==> src/rtl/conv_arbiter.sv <==
module conv_arbiter (
  input  logic clk,
  input  logic rst_n,
  input  logic inj_sw_start,
  input  logic inj_trig,
  input  logic reg_sw_start,
  input  logic reg_cont,
  input  logic eng_done,
  output logic eng_start,
  output logic eng_kind,
  output logic eng_abort,
  output logic inj_busy,
  output logic reg_busy,
  output logic res_inj,
  output logic res_reg,
  output logic res_dly,
  output logic filt_en
);

  typedef enum logic [1:0] {S_IDLE, S_INJ, S_REG} st_t;

  st_t  st, st_n;
  logic pend, pend_n, icont, icont_n, dly, dly_n;
  logic ib_n, rb_n, start_n, kind_n, abort_n;

  wire inj_acc = (inj_sw_start | inj_trig) & ~inj_busy;
  wire reg_acc = reg_sw_start & ~reg_busy;
  wire inj_fin = eng_done & (st == S_INJ);
  wire reg_fin = eng_done & (st == S_REG);

  assign filt_en = inj_busy | reg_busy;

  always_comb begin
    st_n    = st;
    pend_n  = pend;
    icont_n = icont;
    dly_n   = dly;
    ib_n    = inj_busy;
    rb_n    = reg_busy;
    start_n = 1'b0;
    kind_n  = eng_kind;
    abort_n = 1'b0;
    if (inj_acc) begin
      st_n    = S_INJ;
      ib_n    = 1'b1;
      start_n = 1'b1;
      kind_n  = 1'b1;
      if (st == S_REG) begin
        if (reg_fin) begin
          if (reg_cont) begin
            pend_n  = 1'b1;
            icont_n = 1'b0;
            dly_n   = 1'b1;
          end else begin
            rb_n  = 1'b0;
            dly_n = 1'b0;
          end
        end else begin
          abort_n = 1'b1;
          pend_n  = 1'b1;
          icont_n = reg_cont;
          dly_n   = 1'b1;
        end
      end
      if (reg_acc) begin
        rb_n    = 1'b1;
        pend_n  = 1'b1;
        icont_n = 1'b0;
        dly_n   = 1'b1;
      end
    end else if (inj_fin) begin
      ib_n = 1'b0;
      if (reg_acc) begin
        rb_n    = 1'b1;
        dly_n   = 1'b1;
        st_n    = S_REG;
        start_n = 1'b1;
        kind_n  = 1'b0;
      end else if (pend) begin
        pend_n = 1'b0;
        if (icont && !reg_cont) begin
          rb_n  = 1'b0;
          dly_n = 1'b0;
          st_n  = S_IDLE;
        end else begin
          st_n    = S_REG;
          start_n = 1'b1;
          kind_n  = 1'b0;
        end
      end else begin
        st_n = S_IDLE;
      end
    end else if (reg_fin) begin
      dly_n = 1'b0;
      if (reg_cont) begin
        start_n = 1'b1;
        kind_n  = 1'b0;
      end else begin
        rb_n = 1'b0;
        st_n = S_IDLE;
      end
    end else if (reg_acc) begin
      rb_n = 1'b1;
      if (inj_busy) begin
        pend_n  = 1'b1;
        icont_n = 1'b0;
        dly_n   = 1'b1;
      end else begin
        st_n    = S_REG;
        start_n = 1'b1;
        kind_n  = 1'b0;
        dly_n   = 1'b0;
      end
    end
  end

  always_ff @(posedge clk or negedge rst_n) begin
    if (!rst_n) begin
      st        <= S_IDLE;
      pend      <= 1'b0;
      icont     <= 1'b0;
      dly       <= 1'b0;
      inj_busy  <= 1'b0;
      reg_busy  <= 1'b0;
      eng_start <= 1'b0;
      eng_kind  <= 1'b0;
      eng_abort <= 1'b0;
      res_inj   <= 1'b0;
      res_reg   <= 1'b0;
      res_dly   <= 1'b0;
    end else begin
      st        <= st_n;
      pend      <= pend_n;
      icont     <= icont_n;
      dly       <= dly_n;
      inj_busy  <= ib_n;
      reg_busy  <= rb_n;
      eng_start <= start_n;
      eng_kind  <= kind_n;
      eng_abort <= abort_n;
      res_inj   <= inj_fin;
      res_reg   <= reg_fin;
      res_dly   <= reg_fin & dly;
    end
  end

endmodule

==> config.mk <==
export PLATFORM = sky130hd
export DESIGN_NAME = conv_arbiter
export DESIGN_NICKNAME = d
export VERILOG_FILES = /design/src/rtl/conv_arbiter.sv
export SDC_FILE = /design/constraint.sdc
export NUM_CORES = 1
export LEC_CHECK = 0
export ABC_AREA = 1
export BUFFER_PORTS_ARGS = -buffer_cell sky130_fd_sc_hd__buf_2
export CAP_MARGIN = 0
export CORE_ASPECT_RATIO = 0.75
export CORE_UTILIZATION = 45
export CTS_CLUSTER_DIAMETER = 30
export CTS_CLUSTER_SIZE = 24
export DETAILED_ROUTE_END_ITERATION = 7
export HOLD_SLACK_MARGIN = 0.12
export PLACE_DENSITY = 0.67
export SLEW_MARGIN = 0
export SYNTH_ARGS = -nofsm -noshare
export SYNTH_HDL_FRONTEND = slang
export SYNTH_SLANG_ARGS = --single-unit
==> constraint.sdc <==
create_clock -name clk -period 3.5 [get_ports clk]
set_input_delay 0 -clock clk [delete_from_list [all_inputs] [get_ports clk]]
set_output_delay 0 -clock clk [all_outputs]
set_load 0.05 [all_outputs]
==> summary.md <==
| Metric | Value |
|---|---|
| Setup Total Neg Slack | `0 ps` |
| Synthesized area per cell | `6.80 µm²` |
| Site Rows | `12` |
| Max FO, Critical Path | `13` |
| # H-tree levels | `1` |
| Mapped Area | `788 µm²` |
| Drt total wl | `1770 µm` |
| Tot Pwr | `0.554 mW` |
| CP Cell Sequence | `inv_1 > nand2_1 > inv_1 > nor2_1 > nand2_1 > inv_1 > nor2_1 > nand2_1 > nand2_1` |
| Synth Net Count | `123` |
| Placed inst area | `877 µm²` |
| Slew Viols, Final | `0` |
| Pin count of the biggest net entering global routing | `14` |
| Global placer's final weighted congestion | `0.938` |
| Slew margin rel. | `53.9%` |
| Detailed-routing iteration count for the pre-antenna-repair pass | `5` |
| # Post-CTS Setup Buffers | `0` |
| Worst Setup Start Kind | `register` |
| Pleak | `0.557 nW` |
| Gr usage total | `around 21%` |
| Crit path max-delay family | `simple AND/OR/NAND/NOR gates` |
| Overflow left after global routing | `0` |
| Final Critical Period | `1560 ps` |
| Die height | `roughly 38 µm` |
| Most frequent cells in the layout | `39 x nand2_1, 16 x nor2_1, 15 x buf_2` |
| DP Wirelength | `1310 µm` |
| CP most frequent cell | `nand2_1` |
| I/O Pins | `16` |
| Seq/Total Area, Yosys | `41.3%` |
| PortBufs | `15` |
| Die Area | `1920 µm²` |
| Vias per cell | `5.06` |
| DR vias | `just under 800` |
| Worst Hold Class | `in2async` |
| CP bufs+invs | `3` |
| Cell area power density | `around 590 nW/µm²` |
| Synth-to-layout area growth | `18.4%` |
| DRC | `0` |
| Yosys cell types | `16` |
| Final nets | `144` |
| Crit. End Element | `register` |
| Max_cap viols | `0` |
| #FFs+latches synth | `13` |
| Post-synthesis cell count | `116` |
| Clk buf depth | `2` |
| Global-route wire length before repair | `between 2000 and 3000 µm` |
| Vias in the first global route | `683` |
| Clk root buf | `clkbuf_4` |
| CP required | `3680 ps` |
| Fmax | `0.642 GHz` |
| Core area | `1560 µm²` |
| Final ANT Viol Nets | `0` |
| Iter 0 DRT Violations | `44` |
| Most flop-heavy register | `st` |
| Layout Skew | `about 6.2 ps` |
| # clock sinks | `13` |
| Clock Latency Late Sink | `280 ps` |
| Slowest cell on crit path | `dfrtp_1` |
| Setup violations, final | `0` |
| N_diodes | `0` |
| Critical path data arrival time | `about 1700 ps` |
| Register Area | `325 µm²` |
| Commonest non-fill, non-tap cell in the layout | `nand2_1` |
| Ys Warns | `0` |
| Run status | `finished, final reports clean` |
| Clock transition at the registers of the reported paths | `80 ps` |
| Crit path kind | `reg2reg` |
| Worst-Margin Slew | `between 600 and 700 ps` |
| RSZ-0062 raised after global routing | `no` |
| Multi-input combinational cell area | `398 µm²` |
| CTS buffer count | `3` |
| Layout cells sized above 1 | `between 10% and 20%` |
| Initial core utilization | `about half` |
| Final worst-path cycle share | `44.5%` |
| Slowest stage delay, CP | `~390 ps` |
| Worst vdd ir | `about 0.27 mV` |
| Hold Vio Cnt, Final | `0` |
| Post-route cell area | `933 µm²` |
| Average wire per standard cell | `11.3 µm` |
| CTS tree | `yes` |
| Initial antenna violation count | `0` |
| Max reg flops | `2` |
| Die boundary width | `50.3 µm` |
| Fill count | `150` |
[worst paths after layout]
check	from	endpoint	slack (ps)	depth (start not counted)
max in group asynchronous	rst_n	st[0]	3140	2
max	reg_busy	reg_busy	1940	9
min	rst_n	eng_start	130	2
max reg2reg	reg_busy	reg_busy	1940	9
min reg2reg	icont	icont	490	2
min in group clk	inj_sw_start	eng_kind	190	3
[area by class of cell]
cell class | instances | area share, %
timing repair buffer | 18 | 11.3
tap | 21 | 2.82
multi-input combinational | 87 | 42.6
inverter | 14 | 5.63
sequential | 13 | 34.9
clock buffer | 4 | 2.82
[synthesized netlist by cell type (all sizes together)]
cell type	count	area, µm²
nand2	39	146
nor2	18	77.6
nand3	17	108
inv	14	52.6
dfrtp	13	325
o21ai	9	45.0
a21oi	3	15.0
buf	2	12.5
nand4	1	6.26
[metrics by stage]
step	cells	util, %	setup WS [ps]	hold WS [ps]
after floorplan	116	-	1930	-296
after global placement	150	56.2	1980	-99.5
after detailed placement	150	56.2	1990	-93.5
after CTS	157	59.8	1960	135
after global routing	157	59.8	1790	163
final	157	59.8	1940	126
[routing by layer]
| layer | global-route usage, % | wire, µm | up-vias |
|---|---|---|---|
| met5 | 0 | 0 | - |
| met4 | 4.17 | 12 | 0 |
| met3 | 7.14 | 147 | 4 |
| met2 | 37.0 | 814 | 36 |
| met1 | 26.6 | 795 | 348 |
| li1 | - | - | 407 |
[cells by family (layout without fill, tap and decap cells)]
| group | after synthesis | in the layout | synth area share [%] |
|---|---|---|---|
| buf+inv | 16 | 36 | 8.25 |
| simple gates | 75 | 75 | 42.9 |
| compound gates | 12 | 12 | 7.62 |
| flops | 13 | 13 | 41.3 |
[timing repair]
item	CTS	global route
hold endpoints to repair	18	0
hold buffers	3	0
gates resized for setup	0	0
[report_power, final]
| part | switching [mW] | leakage, nW | internal [mW] |
|---|---|---|---|
| Clock | 0.0493 | 0.0150 | 0.0442 |
| Combinational | 0.175 | 0.378 | 0.0718 |
| Sequential | 0.0300 | 0.164 | 0.184 |
No activity file was read; power rests on OpenSTA's default activity.
